[src/rtl/lcd_sync_pkg.sv]
package lcd_sync_pkg;

  localparam int unsigned DATA_W      = 8;
  localparam int unsigned NUM_PHASE   = 4;
  localparam int unsigned CTRL_EN     = 0;
  localparam int unsigned CTRL_POL    = 1;
  localparam int unsigned CTRL_WLO    = 2;

  // Decoded width of the vertical pulse in lines; the spare code maps to one.
  function automatic logic [1:0] vs_lines(input logic [1:0] code);
    logic [1:0] n;
    case (code)
      2'b01:   n = 2'd2;
      2'b10:   n = 2'd3;
      default: n = 2'd1;
    endcase
    return n;
  endfunction

endpackage

[src/rtl/lcd_sync_regs.sv]
module lcd_sync_regs
  import lcd_sync_pkg::*;
#(
  parameter int unsigned LINE_W  = 16,
  parameter int unsigned FRAME_W = 10,
  parameter int unsigned ADDR_W  = 3
) (
  input  logic                  clk,
  input  logic                  rst,
  input  logic                  we,
  input  logic [ADDR_W-1:0]     addr,
  input  logic [DATA_W-1:0]     wdata,
  output logic [LINE_W-1:0]     line_len,
  output logic [FRAME_W-1:0]    frame_len,
  output logic                  enable,
  output logic                  vs_pol,
  output logic [1:0]            vs_wcode,
  output logic [NUM_PHASE-1:0]  phase
);

  localparam int unsigned LB     = (LINE_W + DATA_W - 1) / DATA_W;
  localparam int unsigned FB     = (FRAME_W + DATA_W - 1) / DATA_W;
  localparam int unsigned CTRL_A = LB + FB;
  localparam int unsigned PH_A   = CTRL_A + 1;

  logic [LINE_W-1:0]  line_q;
  logic [FRAME_W-1:0] frame_q;

  // One byte lane per slice of each length field; the top lane keeps only its live bits.
  generate
    for (genvar i = 0; i < LB; i++) begin : g_line
      localparam int unsigned LO = i * DATA_W;
      localparam int unsigned NB = (LINE_W - LO > DATA_W) ? DATA_W : LINE_W - LO;
      always_ff @(posedge clk) begin
        if (rst)                                line_q[LO +: NB] <= '0;
        else if (we && addr == ADDR_W'(i))      line_q[LO +: NB] <= wdata[NB-1:0];
      end
    end
    for (genvar j = 0; j < FB; j++) begin : g_frame
      localparam int unsigned LO = j * DATA_W;
      localparam int unsigned NB = (FRAME_W - LO > DATA_W) ? DATA_W : FRAME_W - LO;
      always_ff @(posedge clk) begin
        if (rst)                                frame_q[LO +: NB] <= '0;
        else if (we && addr == ADDR_W'(LB + j)) frame_q[LO +: NB] <= wdata[NB-1:0];
      end
    end
  endgenerate

  always_ff @(posedge clk) begin
    if (rst) begin
      enable   <= 1'b0;
      vs_pol   <= 1'b1;
      vs_wcode <= 2'b00;
      phase    <= '0;
    end else if (we) begin
      if (addr == ADDR_W'(CTRL_A)) begin
        enable   <= wdata[CTRL_EN];
        vs_pol   <= wdata[CTRL_POL];
        vs_wcode <= wdata[CTRL_WLO +: 2];
      end
      if (addr == ADDR_W'(PH_A)) phase <= wdata[NUM_PHASE-1:0];
    end
  end

  assign line_len  = line_q;
  assign frame_len = frame_q;

endmodule

[src/rtl/lcd_sync_cnt.sv]
module lcd_sync_cnt #(
  parameter int unsigned W = 16
) (
  input  logic         clk,
  input  logic         rst,
  input  logic         clr,
  input  logic         step,
  input  logic [W-1:0] limit,
  output logic [W-1:0] cnt,
  output logic         at_lim
);

  assign at_lim = (cnt == limit);

  always_ff @(posedge clk) begin
    if (rst || clr)  cnt <= '0;
    else if (step)   cnt <= at_lim ? '0 : cnt + 1'b1;
  end

endmodule

[src/rtl/lcd_sync_core.sv]
module lcd_sync_core
  import lcd_sync_pkg::*;
#(
  parameter int unsigned LINE_W  = 16,
  parameter int unsigned FRAME_W = 10
) (
  input  logic               clk,
  input  logic               rst,
  input  logic               pix_en,
  input  logic               enable,
  input  logic               vs_pol,
  input  logic [LINE_W-1:0]  line_len,
  input  logic [FRAME_W-1:0] frame_len,
  input  logic [1:0]         vs_wcode,
  output logic               hsync,
  output logic               vsync,
  output logic               frame_start,
  output logic               running,
  output logic [LINE_W-1:0]  h_pos,
  output logic [LINE_W-1:0]  h_limit
);

  localparam int unsigned VW = FRAME_W + 1;

  logic [LINE_W-1:0]  line_sh;
  logic [FRAME_W-1:0] frame_sh;
  logic [1:0]         wcode_sh;
  logic [FRAME_W-1:0] v_pos;
  logic               h_at, v_at;
  logic               step_h, step_v, frame_wrap, load_sh;
  logic               vs_act, act_nxt;
  logic [VW-1:0]      v_inc, lines_n;

  assign step_h     = enable & running & pix_en;
  assign step_v     = step_h & h_at;
  assign frame_wrap = step_v & v_at;
  assign load_sh    = (enable & ~running) | frame_wrap;

  // Geometry is staged and only refreshed when a frame begins.
  always_ff @(posedge clk) begin
    if (rst) begin
      line_sh  <= '0;
      frame_sh <= '0;
      wcode_sh <= 2'b00;
    end else if (load_sh) begin
      line_sh  <= line_len;
      frame_sh <= frame_len;
      wcode_sh <= vs_wcode;
    end
  end

  lcd_sync_cnt #(.W(LINE_W)) h_cnt_i (
    .clk(clk), .rst(rst), .clr(~enable), .step(step_h),
    .limit(line_sh), .cnt(h_pos), .at_lim(h_at)
  );

  lcd_sync_cnt #(.W(FRAME_W)) v_cnt_i (
    .clk(clk), .rst(rst), .clr(~enable), .step(step_v),
    .limit(frame_sh), .cnt(v_pos), .at_lim(v_at)
  );

  assign lines_n = {{(VW-2){1'b0}}, vs_lines(wcode_sh)};
  assign v_inc   = {1'b0, v_pos} + 1'b1;
  assign act_nxt = v_at ? 1'b1 : (v_inc < lines_n);

  always_ff @(posedge clk) begin
    if (rst || !enable) begin
      running     <= 1'b0;
      hsync       <= 1'b0;
      vs_act      <= 1'b0;
      frame_start <= 1'b0;
    end else if (!running) begin
      running     <= 1'b1;
      hsync       <= 1'b1;
      vs_act      <= 1'b1;
      frame_start <= 1'b1;
    end else if (pix_en) begin
      hsync       <= h_at;
      frame_start <= h_at & v_at;
      if (h_at) vs_act <= act_nxt;
    end else begin
      frame_start <= 1'b0;
    end
  end

  assign vsync   = vs_pol ? vs_act : ~vs_act;
  assign h_limit = line_sh;

endmodule

[src/rtl/lcd_sync_gen.sv]
module lcd_sync_gen
  import lcd_sync_pkg::*;
#(
  parameter int unsigned LINE_W  = 16,
  parameter int unsigned FRAME_W = 10,
  parameter int unsigned ADDR_W  = 3
) (
  input  logic              clk,
  input  logic              rst,
  input  logic              pix_en,
  input  logic              cfg_we,
  input  logic [ADDR_W-1:0] cfg_addr,
  input  logic [7:0]        cfg_wdata,
  output logic              hsync,
  output logic              vsync,
  output logic              frame_start,
  output logic              pclk_fall,
  output logic              hsync_fall,
  output logic              vsync_fall,
  output logic              load_fall
);

  logic [LINE_W-1:0]    line_len;
  logic [FRAME_W-1:0]   frame_len;
  logic                 cfg_enable, cfg_pol;
  logic [1:0]           cfg_wcode;
  logic [NUM_PHASE-1:0] cfg_phase;
  logic                 core_running;
  logic [LINE_W-1:0]    core_hpos, core_hlim;

  lcd_sync_regs #(.LINE_W(LINE_W), .FRAME_W(FRAME_W), .ADDR_W(ADDR_W)) regs_i (
    .clk(clk), .rst(rst), .we(cfg_we), .addr(cfg_addr), .wdata(cfg_wdata),
    .line_len(line_len), .frame_len(frame_len), .enable(cfg_enable),
    .vs_pol(cfg_pol), .vs_wcode(cfg_wcode), .phase(cfg_phase)
  );

  lcd_sync_core #(.LINE_W(LINE_W), .FRAME_W(FRAME_W)) core_i (
    .clk(clk), .rst(rst), .pix_en(pix_en), .enable(cfg_enable), .vs_pol(cfg_pol),
    .line_len(line_len), .frame_len(frame_len), .vs_wcode(cfg_wcode),
    .hsync(hsync), .vsync(vsync), .frame_start(frame_start),
    .running(core_running), .h_pos(core_hpos), .h_limit(core_hlim)
  );

  assign pclk_fall  = cfg_phase[0];
  assign hsync_fall = cfg_phase[1];
  assign vsync_fall = cfg_phase[2];
  assign load_fall  = cfg_phase[3];

endmodule

[config.mk]
export PLATFORM = sky130hd
export DESIGN_NAME = lcd_sync_gen
export DESIGN_NICKNAME = d
export VERILOG_FILES = /design/src/rtl/lcd_sync_pkg.sv /design/src/rtl/lcd_sync_regs.sv /design/src/rtl/lcd_sync_cnt.sv /design/src/rtl/lcd_sync_core.sv /design/src/rtl/lcd_sync_gen.sv
export SDC_FILE = /design/constraint.sdc
export NUM_CORES = 1
export LEC_CHECK = 0
export ABC_AREA = 1
export BUFFER_PORTS_ARGS = -buffer_cell sky130_fd_sc_hd__buf_2
export CORE_MARGIN = 3
export CORE_UTILIZATION = 37
export DETAILED_ROUTE_END_ITERATION = 7
export GPL_TIMING_DRIVEN = 0
export HOLD_SLACK_MARGIN = 0.1
export PLACE_DENSITY = 0.64
export SYNTH_ARGS = -nofsm -noshare
export SYNTH_HDL_FRONTEND = slang
export SYNTH_SLANG_ARGS = --single-unit
[constraint.sdc]
create_clock -name clk -period 4.03 [get_ports clk]
set_input_delay 0.6045 -clock clk [delete_from_list [all_inputs] [get_ports clk]]
set_output_delay 0.6045 -clock clk [all_outputs]
set_load 0.05 [all_outputs]
# Word level (Yosys, flattened, before mapping)
# Cells that the tools add are included.
# word_totals
ff_bits	92
output_inout_bits	7
word_cells	66
# classes
addsub	3
magnitude_cmp	1
eq_ne	11
muxes	13
bitwise	10
reduce_logical	11
# ops
op	n
$add A16 B1 Y16 const B	1
$eq A16 B16 Y1	1
$mux W16	1
$add A10 B1 Y11 const B	1
$lt A11 B2 Y1	1
$add A10 B1 Y10 const B	1
$eq A10 B10 Y1	1
$mux W1	10
$mux W10	1
$and A1 B1 Y1	6
$eq A3 B2 Y1 const B	2
$eq A3 B3 Y1 const B	2
$reduce_and A2 Y1	3
$logic_and A1 B1 Y1	4
$ne A2 B2 Y1 const B	2
$pmux W2 S2	1
$eq A3 B1 Y1 const B	1
$logic_not A3 Y1	1
$not A1 Y1	3
$eq A2 B1 Y1 const B	1
$eq A2 B2 Y1 const B	1
$logic_or A1 B1 Y1	2
$logic_not A1 Y1	1
$or A1 B1 Y1	1

# Depth between registers and ports, before layout
# Gate-level depths: netlist of the first run.
# logic_depth
word_depth	7
ltp_mapped	13

# Hierarchy
# A second synthesis of the first run with hierarchy kept.
# hier_totals
hier_cells	675
hier_area_um2	4519.3
# by_module_without_submodules
module	n_inst	cells_each	area_each_um2	seq_area_each_um2
lcd_sync_regs	1	207	1426.4	680.7
lcd_sync_core	1	173	1313.8	640.6
lcd_sync_cnt at core_i.h_cnt_i	1	191	1109.8	320.3
lcd_sync_cnt at core_i.v_cnt_i	1	104	669.4	200.2

# Least setup slack after synthesis of the first run
# No wires, ideal clock.
# synth_path
path_type	flip-flop to output port
startpoint	register regs_i.vs_pol
endpoint	output vsync
t_arrival_ps	1136
required_ps	3425
setup_slack_ps	2290
path_stages_with_launch	2
cell_sequence	dfxtp_1 -> xnor2_1
# synth_between
elab_chain_cells	1
# synth_rtl
element	line	source
start, declared	lcd_sync_regs.sv:16	output logic vs_pol,
start signal, assigned	lcd_sync_regs.sv:58	vs_pol <= wdata[CTRL_POL];
$mux W1	lcd_sync_core.sv:86	assign vsync = vs_pol ? vs_act : ~vs_act;
end, declared	lcd_sync_gen.sv:15	output logic vsync,
# No other way between the ends.

# Worst setup path after layout of the first run
# layout_path
startpoint	register core_i.h_cnt_i.cnt[12]
endpoint	register core_i.v_cnt_i.cnt[3]
# layout_between
elab_chain_cells	2
# layout_rtl
element	line	source
start, declared	lcd_sync_cnt.sv:9	output logic [W-1:0] cnt,
start signal, assigned	lcd_sync_cnt.sv:17	else if (step) cnt <= at_lim ? '0 : cnt + 1'b1;
$eq A16 B16 Y1	lcd_sync_cnt.sv:13	assign at_lim = (cnt == limit);
$and A1 B1 Y1	lcd_sync_core.sv:35	assign step_v = step_h & h_at;
end signal, assigned	lcd_sync_cnt.sv:17	
end, declared	lcd_sync_cnt.sv:9	
# No other way between the ends.
# A chain may end at the register's enable or synchronous reset.

==> flow_summary.yaml, run 1 <==
power_and_ir_drop:
  leakage_uw: 0.00231
  p_int_uw: 1420
  p_clk_share_pct: 42.1
  combPwrFrac_pct: 8.7
  power_density_nw_per_um2: 387
  seqPwrFrac_pct: 49.3
  p_switching_uw: 509
  swShare_pct: 26.5
  ir_drop_mv: 0.223
grt:
  grt_util_met1_pct: 23.8
  grt_pass1_vias: 3703
  grtUsageTotal_pct: 16.9
  top_usage_layer: "met2"
  use_met3_pct: 2.95
  grtUsageMet2_pct: 26.3
  antenna_found_initial: 0
  grt_start_max_net_pins: 18
  grt_pass1_wl_um: 18000
  grt.overflow.total: 0
route:
  viasPerCell: 4.80
  dr.pass1.iters: 4
  routedWlPerCell_um: 12.5
  vias: 4029
  detail-route-antenna-nets: 0
  drc_errors: 0
  routed_wl_um: 10500
  drt_iter0_drc: 313
cts:
  cts_made_buffers: 9
  cts_tree: "built"
  postCtsSetupBuffers: 0
  clock-root-buffer: "clkbuf_16"
  clockBufferDepth: 2
  clock-sinks: 92
  cts.repair.resized: 0
  ctsHoldBuffers: 0
  htree_levels: 3
  clkTransAtPathRegs_ns: 0.07
  insertion_delay_ns: 0.34
final_layout:
  fin_util_pct: 43.2
  antenna_cells: 0
  layout_common_cells: "nor2_1, nand2_1, dfxtp_1"
  final_common_cell: "nor2_1"
  areaGrowthSynthToFinish_pct: 12.9
  fin_nets: 711
  nFillCells: 1217
  drive_above_1_share_pct: 12.8
setup_path:
  critical_path_peak_fanout: 10
  arrival_ns: 2.14
  critPathLaunchType: "register"
  r2r-end: "core_i.v_cnt_i.cnt[3]"
  criticalPathCategory: "reg -> reg"
  r2r_cells: 10
  reg2reg_slack_ns: 2.11
  timing.rr.start: "core_i.h_cnt_i.cnt[12]"
  cp-end-kind: "register"
  critPathRequiredTime_ns: 4.26
die:
  fp.dieArea_um2: 13300
  io_pins: 22
  die_h_um: 115
  core_um2: 11500
  rows: 39
  start_util_pct: 38.3
  dieWidth_um: 115
timing:
  maxSlewHeadroom_pct: 46.2
  hold_viol_final: 0
  rsz0062_at_grt: "false"
  tns_ns: 0
  setup_viol: 0
  fmax_mhz: 522
  clock_skew_ns: 0.00816
  slew_violations: 0
  tightestPinTransition_ns: 0.801
  min_period_ns: 1.92
  finalCritPeriodShare_pct: 47.5
synth:
  yosys_warnings: 0
  synth_edf_count: 0
  syn_area_um2: 4410
  synth_cell_type_count: 33
  async_flop_share_pct: 0
  ys_ff_latch: 92
  syn_inst: 660
  avgSynthCellArea_um2: 6.68
  syn_nets: 679
  ys.flop_type: "dfxtp_1"
  ys_seq_area_share_pct: 41.8
run:
  maxCapViolCount: 0
place:
  gp_routability_congestion: 0.812
  port_buffers: 21
  dp_hpwl_um: 7840
hold_path:
  hold-path-cell-count: 2
  hold_start: "regs_i.line_len[2]"
  min_delay_worst_endpoint: "core_i.h_limit[2]"
  min_path_type: "reg -> reg"
run_status:
  status: "finished, final reports clean"
per-layer routing:
metal,up-vias,share of wire (%)
li1,2109,-
met1,1826,49
met2,83,46
met3,11,4.0
met4,0,1.6
met5,-,0
cell usage after synthesis (2+ instances only):
cell type	number	area share, %
buf_2	4	0.45
nand3_2	2	0.45
nor2_2	14	2.0
buf_6	2	0.51
inv_2	17	1.4
nand2_2	3	0.43
nand4_1	3	0.43
buf_4	2	0.34
xor2_1	12	2.4
o21a_1	2	0.34
nand2_1	140	12
nor2_4	4	1.0
clkbuf_1	8	0.68
nor3b_1	3	0.51
nor3_1	14	1.6
nand3_1	44	5.0
dfxtp_1	92	42
nor2_1	158	13
a21oi_1	8	0.91
o21ai_0	44	5.0
o22ai_1	4	0.57
inv_1	66	5.6
ha_1	4	1.1
final cells by class:
type                       instances  area [um2]  share of cell area, %
timing repair buffer              21         105                   2.11
buffer                            16        87.6                   1.76
multi-input combinational        468        2160                   43.5
clock buffer                       9         225                   4.53
sequential                        92        1840                   37.0
inverter                          84         315                   6.34
tap                              143         179                   3.60
clock inverter                     7        57.6                   1.16
sequential cells by signal, summed over array words and instances, names as in the netlist:
signal              flops
core_i.h_cnt_i.cnt     16
core_i.h_limit         16
regs_i.line_len        16
core_i.frame_sh        10
core_i.v_cnt_i.cnt     10
regs_i.frame_len       10
regs_i.phase            4
core_i.wcode_sh         2
regs_i.vs_wcode         2
core_i.frame_start      1
core_i.hsync            1
core_i.running          1
core_i.vs_act           1
regs_i.enable           1
regs_i.vs_pol           1
critical path: stages (launching register included):
cell and delay, ns:
dfxtp_1 0.41, inv_2 0.07, nand2_1 0.06, nand2_1 0.05, nor2_1 0.15, nand2_1 0.12, nor2_4 0.16, nand2_2 0.12
o21ai_2 0.31, buf_4 0.27, o22ai_1 0.09
cell families (layout without fill, tap and decap cells):
family                     after synthesis  in the layout  synth area share [%]
and+or+nand+nor                        390            390                  38.1
buffers and inverters                  100            137                  9.14
DFF                                     92             92                  41.8
AOI/OAI and AO/OA                       61             61                  7.26
xor gates and xnor gates                13             13                  2.58
adders and majority gates                4              4                  1.14
worst max path at each step:
stage	from	endpoint	slack, ns	depth (start not counted)
2_1_floorplan	regs_i.vs_pol	vsync	2.29	1
3_3_place_gp	cfg_addr[2]	regs_i.frame_len[3]	1.87	7
3_5_place_dp	cfg_addr[2]	regs_i.frame_len[4]	1.89	7
4_1_cts	core_i.h_cnt_i.cnt[12]	core_i.v_cnt_i.cnt[3]	2.09	10
5_1_grt	core_i.h_cnt_i.cnt[12]	core_i.v_cnt_i.cnt[5]	1.96	10
6_report	core_i.h_cnt_i.cnt[12]	core_i.v_cnt_i.cnt[3]	2.11	10
power groups by stage:
stage / Combinational (uW) / Sequential (uW) / Clock, uW
after detailed placement: 166 / 969 / 0
after global placement: 164 / 968 / 0
after CTS: 167 / 948 / 827
final: 167 / 948 / 810
after global routing: 189 / 951 / 869
after floorplan: 115 / 971 / 0
metrics by stage:
step / cells / worst slack (ns) / hold slack (ns) / power [uW] / cell area, um2
2_1_floorplan: 660 / 2.29 / 0.449 / 1090 / 4410
3_3_place_gp: 824 / 1.87 / 0.472 / 1130 / 4690
3_5_place_dp: 824 / 1.89 / 0.477 / 1130 / 4690
4_1_cts: 840 / 2.09 / 0.493 / 1940 / 4980
5_1_grt: 840 / 1.96 / 0.508 / 2010 / 4980
6_report: 840 / 2.11 / 0.492 / 1920 / 4980
Power figures use the tool's default switching activity.
==> run 2: changes to the inputs <==
--- a/config.mk
+++ b/config.mk
@@ -12,7 +12,7 @@
 export DETAILED_ROUTE_END_ITERATION = 7
 export GPL_TIMING_DRIVEN = 0
 export HOLD_SLACK_MARGIN = 0.1
-export PLACE_DENSITY = 0.64
+export PLACE_DENSITY = 0.66
 export SYNTH_ARGS = -nofsm -noshare
 export SYNTH_HDL_FRONTEND = slang
 export SYNTH_SLANG_ARGS = --single-unit
==> constraint.sdc (replaced) <==
create_clock -name clk -period 1.6 [get_ports clk]
set_input_delay 0.24 -clock clk [delete_from_list [all_inputs] [get_ports clk]]
set_output_delay 0.24 -clock clk [all_outputs]
set_load 0.05 [all_outputs]
==> run 2 against run 1 <==
  * The run now ends with negative setup slack left
  * Critical path depth increased by 1
  * Die area unchanged
  * Register-to-register slack lost 2.2 ns
  * First-iteration DRC count shrank 8.9%
  * Power grew to 2.7 times the previous value
  * Final cell count increased by 4.0%
  * Critical path type unchanged
==> flow_summary.yaml, run 2 (synthesized netlist as in run 1, its figures left out) <==
run_status:
  status: "finished with violations"
  violations: "negative setup slack"
final_layout:
  layout_common_cells: "nand2_1, nor2_1, inv_1"
  stdcell_count: 874
  areaGrowthSynthToFinish_pct: 31.3
  design_area_um2: 5790
  fin_util_pct: 50.3
  drive_above_1_share_pct: 29.8
  final_common_cell: "nand2_1"
  fin_nets: 745
  antenna_cells: 0
route:
  viasPerCell: 4.90
  vias: 4282
  routed_wl_um: 11800
  met1_length_um: 5340
  dr_wl_met3_um: 543
  dr.pass1.iters: 4
  routed-wl-met2_um: 5620
  top_layer: "met4"
  routedWlPerCell_um: 13.5
  detail-route-antenna-nets: 0
  drt_iter0_drc: 285
  drc_errors: 0
power_and_ir_drop:
  combPwrFrac_pct: 11.6
  p_clk_share_pct: 43.0
  ir_drop_mv: 0.558
  swShare_pct: 26.8
  leakage_uw: 0.00261
  power_density_nw_per_um2: 905
  p_switching_uw: 1410
  p_int_uw: 3840
  seqPwrFrac_pct: 45.4
setup_path:
  r2r-end: "core_i.h_cnt_i.cnt[11]"
  path_cells: "inv_4 > nand2_2 > nand2_1 > nor2_1 > nand2_1 > nor2_4 > buf_6 > nand2_8 > o21ai_4 > buf_6 > nor3b_2"
  critPathLaunchType: "register"
  slowest_stage: "dfxtp_4"
  cp-end-kind: "register"
  reg2reg_slack_ns: -0.12
  critical_path_peak_fanout: 6
  cp_slowest_stage_delay_ns: 0.39
  timing.rr.start: "core_i.h_cnt_i.cnt[3]"
  criticalPathCategory: "reg -> reg"
  arrival_ns: 1.93
  critPathRequiredTime_ns: 1.81
  r2r_cells: 11
grt:
  grt_pass1_wl_um: 19300
  antenna_found_initial: 0
  grt_pass1_vias: 4030
  grtUsageTotal_pct: 18.0
  grt_start_max_net_pins: 19
  grt.overflow.total: 0
timing:
  fmax_mhz: 581
  slew_violations: 0
  hold_viol_final: 0
  clock_skew_ns: 0.0135
  finalWorstSetupSlack_ns: -0.121
  min_period_ns: 1.72
  finalCritPeriodShare_pct: 108
  tightestPinTransition_ns: 0.577
  rsz0062_at_grt: "true"
  setup_viol: 55
  maxSlewHeadroom_pct: 61.5
place:
  gp_routability_congestion: 0.808
  dp_cells: 824
  dp_hpwl_um: 7710
  placed_cell_area_um2: 4690
  port_buffers: 21
die:
  fp.dieArea_um2: 13300
  io_pins: 22
  die_h_um: 115
  start_util_pct: 38.3
  dieWidth_um: 115
  rows: 39
  core_um2: 11500
cts:
  clockBufferDepth: 2
  ctsHoldBuffers: 0
  clock-root-buffer: "clkbuf_16"
  cts_made_buffers: 9
  insertion_delay_ns: 0.35
  clkTransAtPathRegs_ns: 0.07
  htree_levels: 3
  cts_tree: "built"
  clock-sinks: 92
hold_path:
  hold_start: "rst"
  min_path_type: "in -> reg"
  min_delay_worst_endpoint: "core_i.frame_start"
  hold-path-cell-count: 2
run:
  maxCapViolCount: 0
-- run 2: critical path, delay by kind of cell (launching register included) --
| kind | cells | cell delay [ns] |
|---|---|---|
| flops | 1 | 0.39 |
| simple gates | 7 | 0.57 |
| buf+inv | 3 | 0.37 |
| compound gates | 1 | 0.25 |
-- run 2: area by class of cell --
class	count	area, um2
sequential	92	1910
tap	143	179
timing repair buffer	56	442
inverter	84	318
multi-input combinational	468	2510
fill	1079	5730
buffer	15	123
clock buffer	9	225
clock inverter	7	87.6
-- run 2: metal layers --
metal | vias up | track usage, %
li1 | 2183 | -
met1 | 1959 | 24.3
met2 | 118 | 29.8
met3 | 22 | 3.05
met4 | 0 | 5.24
met5 | - | 0
-- run 2: power by group through the flow --
stage	combinational, uW	clock, uW	sequential [uW]
global route	667	2370	2380
finish	608	2250	2380
floorplan	290	0	2440
global placement	412	0	2440
CTS	564	2270	2380
detailed placement	418	0	2440
-- run 2: worst max path at each step --
stage                     slack, ns                  start  depth (start not counted)                     end
after CTS                     -0.08  core_i.h_cnt_i.cnt[5]                         11  core_i.h_cnt_i.cnt[11]
final                         -0.12  core_i.h_cnt_i.cnt[3]                         11  core_i.h_cnt_i.cnt[11]
after global routing          -0.23     core_i.h_limit[15]                         12      core_i.frame_sh[6]
after detailed placement      -0.31  core_i.h_cnt_i.cnt[5]                         10   core_i.v_cnt_i.cnt[4]
after global placement        -0.30  core_i.h_cnt_i.cnt[5]                         10   core_i.v_cnt_i.cnt[3]
after floorplan                0.03  core_i.v_cnt_i.cnt[0]                         13       core_i.h_limit[1]
-- run 2: per-stage QoR --
step | hold slack (ns) | total power, uW | setup slack (ns) | TNS [ns]
6_report | 0.154 | 5240 | -0.121 | -4.29
5_1_grt | 0.156 | 5420 | -0.232 | -10.41
4_1_cts | 0.126 | 5210 | -0.0760 | -2.74
3_5_place_dp | 0.465 | 2860 | -0.314 | -13.10
3_3_place_gp | 0.470 | 2850 | -0.303 | -11.85
2_1_floorplan | 0.307 | 2730 | 0.0331 | 0
-- run 2: what timing repair did --
item,CTS,global route
setup buffers,25,5
endpoints found under the setup margin,55,63
cloned,5,0
resized for setup,114,47
pin swaps,32,28
==> run 3: changes to the inputs <==
--- a/config.mk
+++ b/config.mk
@@ -13,6 +13,7 @@
 export GPL_TIMING_DRIVEN = 0
 export HOLD_SLACK_MARGIN = 0.1
 export PLACE_DENSITY = 0.66
+export RECOVER_POWER = 100
 export SYNTH_ARGS = -nofsm -noshare
 export SYNTH_HDL_FRONTEND = slang
 export SYNTH_SLANG_ARGS = --single-unit
==> run 3 against run 2 <==
  * The run still ends with negative setup slack left
  * Critical path type unchanged
  * First-iteration DRC count shrank 1.4%
  * Power about the same
  * Non-clock buffer count unchanged
  * Worst hold slack better by 0.00078 ns
  * Register-to-register slack barely moved
  * Wire length hardly changed
  * Clock skew about the same
==> flow_summary.yaml, run 3 (synthesized netlist as in run 1, its figures left out) <==
run_status:
  status: "finished with violations"
  violations: "negative setup slack"
final_layout:
  areaGrowthSynthToFinish_pct: 31.1
  final_common_cell: "nand2_1"
  drive_above_1_share_pct: 28.7
  layout_common_cells: "nand2_1, nor2_1, inv_1"
  fin_util_pct: 50.2
  design_area_um2: 5780
  antenna_cells: 0
  nFillCells: 1081
  fin_nets: 745
cts:
  cts_tree: "built"
  clock-sinks: 92
  clockBufferDepth: 2
  cts_made_buffers: 9
  insertion_delay_ns: 0.35
  htree_levels: 3
  clock-root-buffer: "clkbuf_16"
  clkTransAtPathRegs_ns: 0.07
route:
  vias: 4299
  drt_iter0_drc: 281
  routed_wl_um: 11800
  viasPerCell: 4.92
  drc_errors: 0
  dr.pass1.iters: 5
  detail-route-antenna-nets: 0
  routedWlPerCell_um: 13.5
power_and_ir_drop:
  finalPower_uw: 5240
  leakage_uw: 0.00258
  ir_drop_mv: 0.557
  power_density_nw_per_um2: 906
timing:
  rsz0062_at_grt: "true"
  clock_skew_ns: 0.0136
  finalWorstSetupSlack_ns: -0.123
  finalCritPeriodShare_pct: 108
  min_period_ns: 1.72
  hold_ws_ns: 0.155
  hold_viol_final: 0
  tightestPinTransition_ns: 0.616
  maxSlewHeadroom_pct: 59.1
  slew_violations: 0
  fmax_mhz: 580
  setup_viol: 55
setup_path:
  critPathRequiredTime_ns: 1.81
  cp_slowest_stage_delay_ns: 0.39
  critPathLaunchType: "register"
  criticalPathCategory: "reg -> reg"
  critical_path_peak_fanout: 6
  cp-end-kind: "register"
  arrival_ns: 1.93
  slowest_stage: "dfxtp_4"
  path_cells: "inv_4 > nand2_2 > nand2_1 > nor2_1 > nand2_1 > nor2_4 > buf_6 > nand2_8 > o21ai_4 > buf_6 > nor3b_2"
place:
  port_buffers: 21
  dp_hpwl_um: 7710
  dpl_worst_slack_ns: -0.314
  gp_routability_congestion: 0.808
  placed_cell_area_um2: 4690
hold_path:
  min_path_type: "in -> reg"
die:
  fp.dieArea_um2: 13300
  die_h_um: 115
  rows: 39
  start_util_pct: 38.3
  dieWidth_um: 115
  io_pins: 22
  core_um2: 11500
grt:
  grt_pass1_vias: 4030
  grt_start_max_net_pins: 19
  grt_pass1_wl_um: 19300
  grt.overflow.total: 0
  antenna_found_initial: 0
  grtUsageTotal_pct: 18.0
run:
  maxCapViolCount: 0
run 3: cell types whose count changed in the layout (fill, tap and decap cells not counted), sizes merged:
cell,delta
buf,-9
clkbuf,+9
run 3: layout make-up:
cell class,instances,area [um2],area share (%)
Timing Repair Buffer,56,432,7.47
Clock inverter,7,87.6,1.52
Sequential cell,92,1910,33.0
Multi-Input combinational cell,468,2510,43.4
Buffer,15,123,2.12
Tap cell,143,179,3.10
Clock buffer,9,225,3.90
Inverter,84,318,5.50
run 3: routing by layer:
layer / track usage, % / part of all wire [%]
met3: 3.05 / 4.6
met2: 29.8 / 48
met4: 5.24 / 2.3
met5: 0 / 0
met1: 24.3 / 45
run 3: worst paths after layout:
check	from	end	slack [ns]	cells past startpoint
worst max-delay path	core_i.h_cnt_i.cnt[3]	core_i.h_cnt_i.cnt[11]	-0.12	11
worst min-delay path	rst	core_i.frame_start	0.15	2
worst max register to register	core_i.h_cnt_i.cnt[3]	core_i.h_cnt_i.cnt[11]	-0.12	11
worst min register to register	regs_i.frame_len[0]	core_i.frame_sh[0]	0.48	2
run 3: timing repair:
action / CTS / global route
gates cloned: 5 / 0
buffers inserted: 25 / 5
hold endpoints to repair: 0 / 0
endpoints found under the setup margin: 55 / 63
pin swaps: 32 / 28
resized for setup: 114 / 47
hold buffers: 0 / 0
run 3: worst max-delay path: cells and delay by family (launching register included):
family,cells,cell delay [ns]
AOI/OAI and AO/OA,1,0.25
buffers and inverters,3,0.37
DFF,1,0.39
and+or+nand+nor,7,0.57
run 3: report_power, final:
part	leakage, uW	internal (uW)	switching, uW	total [uW]
sequential	0.000765	2340	43.6	2380
clock	0.000155	1250	999	2250
combinational	0.00166	244	362	606
run 3: per-stage QoR:
stage,std cells,TNS (ns)
after floorplan,660,0
after global placement,824,-11.85
after detailed placement,824,-13.10
after CTS,869,-2.74
after global routing,874,-10.41
final,874,-4.54
